===== config.mk =====
export PLATFORM = sky130hd
export DESIGN_NAME = irq_restart_unit
export DESIGN_NICKNAME = d
export VERILOG_FILES = /design/src/rtl/irq_rst_pkg.sv /design/src/rtl/irq_edge_capture.sv /design/src/rtl/irq_prio_pick.sv /design/src/rtl/irq_ack_ctl.sv /design/src/rtl/irq_restart_unit.sv
export SDC_FILE = /design/constraint.sdc
export NUM_CORES = 1
export LEC_CHECK = 0
export BUFFER_PORTS_ARGS = -buffer_cell sky130_fd_sc_hd__buf_2
export CAP_MARGIN = 10
export CORE_MARGIN = 3
export CORE_UTILIZATION = 50
export DETAILED_ROUTE_END_ITERATION = 10
export PLACE_DENSITY = 0.75
export RECOVER_POWER = 25
export SYNTH_ARGS = -nofsm -noshare
export SYNTH_HDL_FRONTEND = slang
export SYNTH_SLANG_ARGS = --single-unit
export TNS_END_PERCENT = 50

===== constraint.sdc =====
create_clock -name clk -period 3.2 [get_ports clk]
set_clock_uncertainty 0.05 [all_clocks]
set_input_delay 0.32 -clock clk [delete_from_list [all_inputs] [get_ports clk]]
set_output_delay 0.32 -clock clk [all_outputs]
set_load 0.005 [all_outputs]

===== src/rtl/irq_rst_pkg.sv =====
package irq_rst_pkg;
  localparam int VEC_W  = 3;
  localparam int BYTE_W = 8;

  typedef logic [VEC_W-1:0] vec_idx_t;

  // Restart opcode: 11 nnn 111, target address nnn*8
  function automatic logic [BYTE_W-1:0] rst_opcode(input vec_idx_t idx);
    return {2'b11, idx, 3'b111};
  endfunction
endpackage


===== src/rtl/irq_edge_capture.sv =====
module irq_edge_capture #(
  parameter int NUM_LINES = 8
) (
  input  logic                 clk,
  input  logic                 rst,
  input  logic [NUM_LINES-1:0] req,
  input  logic [NUM_LINES-1:0] clr,
  output logic [NUM_LINES-1:0] pend
);
  logic [NUM_LINES-1:0] req_q;
  logic [NUM_LINES-1:0] rise;

  assign rise = req & ~req_q;

  for (genvar i = 0; i < NUM_LINES; i++) begin : g_line
    always_ff @(posedge clk) begin
      if (rst) begin
        req_q[i] <= 1'b0;
        pend[i]  <= 1'b0;
      end else begin
        req_q[i] <= req[i];
        if (rise[i])
          pend[i] <= 1'b1;
        else if (clr[i])
          pend[i] <= 1'b0;
      end
    end


    pend_src_chk: assert property (@(posedge clk) disable iff (rst)
      $rose(pend[i]) |-> $past(req[i]));


    clr_drop_chk: assert property (@(posedge clk) disable iff (rst)
      (clr[i] && !rise[i]) |=> !pend[i]);


    set_wins_chk: assert property (@(posedge clk) disable iff (rst)
      (clr[i] && rise[i]) |=> pend[i]);
  end
endmodule


===== src/rtl/irq_prio_pick.sv =====
module irq_prio_pick
  import irq_rst_pkg::*;
#(
  parameter int NUM_LINES = 8
) (
  input  logic [NUM_LINES-1:0] pend,
  output vec_idx_t             win_idx,
  output logic                 win_any
);
  always_comb begin
    win_idx = vec_idx_t'(2**VEC_W - 1);
    for (int i = NUM_LINES - 1; i >= 0; i--) begin
      if (pend[i]) win_idx = vec_idx_t'(i);
    end
  end

  assign win_any = |pend;
endmodule


===== src/rtl/irq_ack_ctl.sv =====
module irq_ack_ctl
  import irq_rst_pkg::*;
#(
  parameter int NUM_LINES = 8
) (
  input  logic                 clk,
  input  logic                 rst,
  input  logic                 rd_strobe,
  input  logic                 ack_flag,
  input  vec_idx_t             win_idx,
  input  logic                 win_any,
  output logic [BYTE_W-1:0]    data_out,
  output logic                 data_oe,
  output logic [NUM_LINES-1:0] clr_mask
);
  logic     acc;
  logic     start;
  logic     finish;
  vec_idx_t sel_idx;
  logic     sel_any;

  assign acc    = rd_strobe & ack_flag;
  assign start  = acc & ~data_oe;
  assign finish = data_oe & ~acc;

  always_ff @(posedge clk) begin
    if (rst) begin
      data_oe  <= 1'b0;
      data_out <= '0;
      sel_idx  <= '0;
      sel_any  <= 1'b0;
    end else begin
      data_oe <= acc;
      if (start) begin
        sel_idx  <= win_idx;
        sel_any  <= win_any;
        data_out <= rst_opcode(win_any ? win_idx : vec_idx_t'(2**VEC_W - 1));
      end else if (!acc) begin
        data_out <= '0;
      end
    end
  end

  for (genvar i = 0; i < NUM_LINES; i++) begin : g_clr
    assign clr_mask[i] = finish & sel_any & (sel_idx == vec_idx_t'(i));
  end


  oe_cause_chk: assert property (@(posedge clk) disable iff (rst)
    data_oe |-> $past(rd_strobe && ack_flag));


  opcode_shape_chk: assert property (@(posedge clk) disable iff (rst)
    data_oe |-> (data_out[7:6] == 2'b11 && data_out[2:0] == 3'b111));


  data_hold_chk: assert property (@(posedge clk) disable iff (rst)
    (data_oe && $past(data_oe)) |-> $stable(data_out));


  idle_zero_chk: assert property (@(posedge clk) disable iff (rst)
    !data_oe |-> (data_out == '0));
endmodule


===== src/rtl/irq_restart_unit.sv =====
module irq_restart_unit
  import irq_rst_pkg::*;
#(
  parameter int NUM_LINES = 8
) (
  input  logic                 clk,
  input  logic                 rst,
  input  logic [NUM_LINES-1:0] irq_req,
  input  logic                 ack_flag,
  input  logic                 rd_strobe,
  input  logic                 int_enable,
  output logic                 cpu_int,
  output logic [7:0]           data_out,
  output logic                 data_oe
);
  logic [NUM_LINES-1:0] pend;
  logic [NUM_LINES-1:0] clr_mask;
  vec_idx_t             win_idx;
  logic                 win_any;

  irq_edge_capture #(.NUM_LINES(NUM_LINES)) u_capture (
    .clk  (clk),
    .rst  (rst),
    .req  (irq_req),
    .clr  (clr_mask),
    .pend (pend)
  );

  irq_prio_pick #(.NUM_LINES(NUM_LINES)) u_pick (
    .pend    (pend),
    .win_idx (win_idx),
    .win_any (win_any)
  );

  irq_ack_ctl #(.NUM_LINES(NUM_LINES)) u_ack (
    .clk       (clk),
    .rst       (rst),
    .rd_strobe (rd_strobe),
    .ack_flag  (ack_flag),
    .win_idx   (win_idx),
    .win_any   (win_any),
    .data_out  (data_out),
    .data_oe   (data_oe),
    .clr_mask  (clr_mask)
  );

  always_ff @(posedge clk) begin
    if (rst) cpu_int <= 1'b0;
    else     cpu_int <= win_any & int_enable;
  end


  int_gate_chk: assert property (@(posedge clk) disable iff (rst)
    cpu_int |-> ($past(int_enable) && $past(|pend)));


  reset_quiet_chk: assert property (@(posedge clk)
    $past(rst) |-> (!cpu_int && !data_oe && data_out == 8'h00));
endmodule


After elaboration in Yosys (flattened, before gate mapping)

Index checks and enable logic that the tools add are counted.

Register bits after elaboration: 30
Bits in latches: 0
Memory bits (writable): 0
Memory bits (read-only): 0
Bits of input ports: 13
Output and inout bits: 10
Memories kept: 0

$add $sub $neg: 0
Multiply operators: 0
Divide/modulo/power cells: 0
$lt $le $gt $ge: 0
Equality and inequality tests: 8
Shift-type cells: 0
Muxes and demuxes: 26
Bitwise gates (word level): 17
Reductions and logical operators: 10

Operator list:

| cell                 | count |
|---|---|
| $mux W1              | 17 |
| $mux W8              | 2 |
| $reduce_bool A2 Y1   | 8 |
| $mux W3              | 5 |
| $and A1 B1 Y1        | 13 |
| $eq A3 B3 Y1 const B | 4 |
| $and A8 B8 Y8        | 1 |
| $not A8 Y8           | 1 |
| $reduce_or A8 Y1     | 1 |
| $eq A3 B2 Y1 const B | 2 |
| $mux W2              | 2 |
| $eq A3 B1 Y1 const B | 1 |
| $logic_not A3 Y1     | 1 |
| $ne A2 B2 Y1 const B | 1 |
| $not A1 Y1           | 2 |

Depth between registers and ports, before layout

Word-level depth: 9
Depth in mapped cells: 5
Depth with buffers taken out: 4

Modules after synthesis

Synthesis repeated with hierarchy kept, for this count alone.

Cells, all modules: 118
Area total of the unflattened synthesis: 1192.4 um^2

By module, submodules not included:

| module           | instances | cells each | area each (um^2) |
|---|---|---|---|
| irq_ack_ctl      | 1         | 56         | 568.0 |
| irq_edge_capture | 1         | 49         | 534.3 |
| irq_prio_pick    | 1         | 11         | 61.3 |
| irq_restart_unit | 1         | 2          | 28.8 |

Worst setup path after synthesis

Ideal clock, no wire load.

Path type: register to register
Start point: register u_ack.data_oe
End point: register u_ack.sel_idx[1]
Setup time: 68 ps
Arrival: 1203 ps
Required time: 3082 ps
Setup slack: 1879 ps
Cell stages (with the launch flop): 5
Buffers on the path: 1
Clock period less this slack: 1321 ps
Path through: dfxtp_1 -> buf_6 -> nand3b_4 -> or4_4 -> a21oi_2

Longest elaborated chain between the ends: 2

RTL lines:

| element                  | RTL line          | RTL |
|---|---|---|
| start: declaration       | irq_ack_ctl.sv:13 | `output logic data_oe,` |
| start signal: assignment | irq_ack_ctl.sv:28 | `data_oe <= 1'b0;` |
| start signal: assignment | irq_ack_ctl.sv:33 | `data_oe <= acc;` |
| $not A1 Y1               | irq_ack_ctl.sv:23 | `assign start = acc & ~data_oe;` |
| $and A1 B1 Y1            | irq_ack_ctl.sv:23 |  |
| end signal: assignment   | irq_ack_ctl.sv:35 | `sel_idx <= win_idx;` |
| end: declaration         | irq_ack_ctl.sv:19 | `vec_idx_t sel_idx;` |

No other way between the ends.
A chain may end at the register's enable or synchronous reset.

Final worst setup path

Start point: register u_capture.pend[0]
End point: register u_ack.data_out[3]

Longest elaborated chain between the ends: 3

RTL lines:

| element                                     | RTL line                                 | RTL |
|---|---|---|
| start: declaration                          | irq_edge_capture.sv:8                    | `output logic [NUM_LINES-1:0] pend` |
| start signal: indexed assignment            | irq_edge_capture.sv:19                   | `pend[i] <= 1'b0;` |
| start signal: indexed assignment            | irq_edge_capture.sv:23                   | `pend[i] <= 1'b1;` |
| start signal: indexed assignment            | irq_edge_capture.sv:25                   | `pend[i] <= 1'b0;` |
| $reduce_or A8 Y1 or $mux W3 (tied branches) | irq_prio_pick.sv:17, irq_prio_pick.sv:13 |  |
| $mux W3 (*)                                 | irq_ack_ctl.sv:37                        | `data_out <= rst_opcode(win_any ? win_idx : vec_idx_t'(2**VEC_W - 1));` |
| $mux W8 (*)                                 | irq_ack_ctl.sv:34                        | `if (start) begin` |
| end signal: assignment                      | irq_ack_ctl.sv:37                        |  |
| end: declaration                            | irq_ack_ctl.sv:12                        | `output logic [BYTE_W-1:0] data_out,` |

Every way passes the cells marked *; elsewhere a longest branch is shown, timed or not.

==> summary.txt <==
Clocking
  – H-tree level count: 1
  – Clk_lat worst skew: 320 ps
  – CTS Buf Count: 3
  – Post-CTS sizing: 0
  – Post-CTS Setup Inserts: 0
  – Post-CTS Hold Buffers: 0
  – Clock Path Buffers: 2
  – Num Clock Sinks: 26
  – Root buffer cell: clkbuf_4
  – Clock transition at path regs: 130 ps
  – TritonCTS clock tree: built

Drt
  – Drt first pass iters: 4
  – Post-detailed-route count of antenna-violating nets: 0
  – Vias per inst: 5.20
  – Total wire length: 1720 um
  – Routed WL per cell: 11.6 um
  – DRC: 0
  – DR iter-0 viols: 13
  – Total number of vias: 769

Place
  – Post-DP HPWL: 1310 um
  – Final GP Congestion: 0.796
  – PortBufs: 22

Die
  – Core Box Area: 1800 um2
  – Initial core utilization: 0.551
  – Number of I/O pins: 23
  – Die X: 50.6 um
  – Rows: 15
  – Die Footprint: 2560 um2
  – Die Y: 50.6 um

Worst setup path
  – Top cell family by delay on the critical path: simple AND/OR/NAND/NOR gates
  – Arrival @ worst endpoint: 1610 ps
  – CP Launch Type: flip-flop
  – Setup crit end kind: flip-flop
  – Crit path buffers/inverters: 0
  – Highest-delay cell along the critical path: nor4_1
  – Crit-path max FO: 4
  – Crit path cell chain: nor4_1, and3_1, mux2i_1, o22ai_1
  – Slowest stage delay, CP: 420 ps
  – Critical path class: reg2reg
  – Worst EP required: 3390 ps

Logic synthesis
  – Post-synth top area share: 0.524
  – Mean area per synthesized cell: 9.55 um2
  – Synth top area cells: dfxtp_1, nand2b_1, a21oi_1, nor2b_1, o21ai_0
  – Synth Area in Compound Gates: 0.145
  – Most common library cells after synthesis: dfxtp_1, a21oi_1, nand2b_1, nor2b_1
  – Synth Area in XOR/XNOR: 0
  – Netlist cell types: 25
  – Yosys warning count: 0
  – Largest family of logic cells by synthesized area: simple AND/OR/NAND/NOR gates
  – Post-Synthesis Cells: 104
  – Ys async rst share: 0
  – Register area share after synthesis: 0.524
  – Synth Area in Adders: 0
  – Post-synth top area cell: dfxtp_1
  – Most common cell in the netlist: dfxtp_1
  – Post-Syn Area: 993 um2
  – Simple-gate area share of the yosys netlist: 0.251
  – Synth Flop Type: dfxtp_1
  – Post-synth EDFFs: 0
  – Mux cell area share after synthesis: 0.0202
  – Synth Register Bits: 26
  – Syn nets: 117

Final layout
  – Layout Nets: 137
  – Register area: 520 um2
  – Area of the multi-input gates: 413 um2
  – Util after Layout: 0.631
  – Share of cells above drive strength 1: 0.236
  – ANT cells: 0
  – Synthesis-to-finish area growth: 14.5%
  – Fillcell total: 163

Pwr
  – Sequential share of power: 0.565
  – PwrDens: 554 nW/um2
  – Pleak: 0.479 nW
  – Combinational share of power: 0.091
  – Pint: 498 uW
  – Sw Pwr: 132 uW
  – Max IR drop VDD: 0.000430 V
  – Clock Power Share: 0.345
  – Sw frac: 0.210

GRT
  – Pin count of the biggest net entering global routing: 25
  – Overflow after GRT: 0
  – Total GRT Usage: 0.155
  – Initial antenna violation count: 0
  – First-pass GRT wire length: 3010 um
  – Vias in the first global route: 690

STA
  – Least-Margin Pin Slew: 1010 ps
  – Max Slew Vio Count: 0
  – Final critical-path share of the clock period: 0.444
  – Unrepaired setup endpoints after global routing: false
  – Tmin final: 1420 ps
  – Final setup fails: 0
  – Slew margin rel.: 0.329
  – Sum Neg Setup Slack: 0 ps
  – Max Clock Freq: 703 MHz
  – Final Hold Viols: 0

Flow run
  – Max cap viols: 0

Hold path
  – Hold Crit Class: in2reg

Status
  – Status: finished, final reports clean
[cell type report]
cell class / instances / share of cell area
well taps: 25 / 0.0275
multi-input cells: 68 / 0.363
inverters: 3 / 0.00990
repair buffers: 22 / 0.0957
clock inverters: 1 / 0.0264
clock buffers: 3 / 0.0198
flip-flops and latches: 26 / 0.458
[final timing paths]
path | from | endpoint | slack, ps | cells after the start
worst min-delay path | irq_req[5] | u_capture.req_q[5]$_SDFF_PP0_ | 170 | 2
worst min register to register | u_ack.sel_idx[0]$_SDFFE_PP0P_ | u_ack.sel_idx[0]$_SDFFE_PP0P_ | 440 | 2
worst max register to register | u_capture.pend[0]$_SDFFE_PP0P_ | u_ack.data_out[3]$_SDFFE_PP0P_ | 1780 | 4
worst max-delay path | u_capture.pend[0]$_SDFFE_PP0P_ | u_ack.data_out[3]$_SDFFE_PP0P_ | 1780 | 4
[registers in the layout, indices dropped and copies added (netlist names)]
name,flops
u_ack.sel_idx,3
u_ack.sel_any,1
u_ack.data_oe,1
u_capture.req_q,8
u_ack.data_out,4
cpu_int,1
u_capture.pend,8
[cells in the final DEF (no fill, tap or decap)]
| master | instances |
|---|---|
| a211oi_1 | 1 |
| a21oi_1 | 12 |
| a21oi_2 | 2 |
| and3_1 | 1 |
| buf_2 | 21 |
| bufinv_16 | 1 |
| clkbuf_1 | 1 |
| clkbuf_4 | 3 |
| dfxtp_1 | 26 |
| inv_1 | 3 |
| mux2i_1 | 2 |
| nand2_1 | 6 |
| nand2b_1 | 10 |
| nand3b_4 | 1 |
| nand4_1 | 2 |
| nand4b_1 | 1 |
| nor2_1 | 5 |
| nor2b_1 | 9 |
| nor3_1 | 2 |
| nor3b_1 | 1 |
| nor4_1 | 1 |
| o21ai_0 | 6 |
| o22ai_1 | 1 |
| o31ai_1 | 3 |
| or2_0 | 1 |
| or4_4 | 1 |
[worst reg2reg max path: cells and delay by family, from the launching register on]
| family | cells | cell delay [ps] |
|---|---|---|
| multiplexers | 1 | 90 |
| flip-flops | 1 | 360 |
| AO/OA/AOI/OAI | 1 | 140 |
| AND/OR/NAND/NOR | 2 | 690 |
[power groups by stage]
stage                     Clock (mW)  Combinational, mW  Sequential, mW
after floorplan                    0             0.0409           0.360
after global placement             0             0.0563           0.362
after detailed placement           0             0.0578           0.363
after CTS                      0.224             0.0582           0.356
after global routing           0.243             0.0645           0.360
final                          0.217             0.0572           0.356
[through the flow]
stage / hold slack [ps] / total power, mW / setup WS [ps] / std cells / cell area (um2)
finish: 170 / 0.630 / 1780 / 148 / 1140
floorplan: 342 / 0.401 / 1880 / 104 / 993
CTS: 164 / 0.639 / 1780 / 148 / 1140
global route: 157 / 0.667 / 1670 / 148 / 1140
detailed placement: 419 / 0.421 / 1820 / 144 / 1090
global placement: 403 / 0.419 / 1850 / 144 / 1090
[routing by layer]
| layer | track usage | up-vias | share of wire |
|---|---|---|---|
| li1 | - | 392 | - |
| met1 | 0.187 | 350 | 0.44 |
| met2 | 0.254 | 25 | 0.49 |
| met3 | 0.0623 | 2 | 0.062 |
| met4 | 0.0404 | 0 | 0.0070 |
| met5 | 0 | - | 0 |
[logic make-up after synthesis]
kind of cell           after synthesis
AND/OR/NAND/NOR                     41
flip-flops                          26
AO/OA/AOI/OAI                       25
buffers and inverters               10
multiplexers                         2
Power figures use the tool's default switching activity.
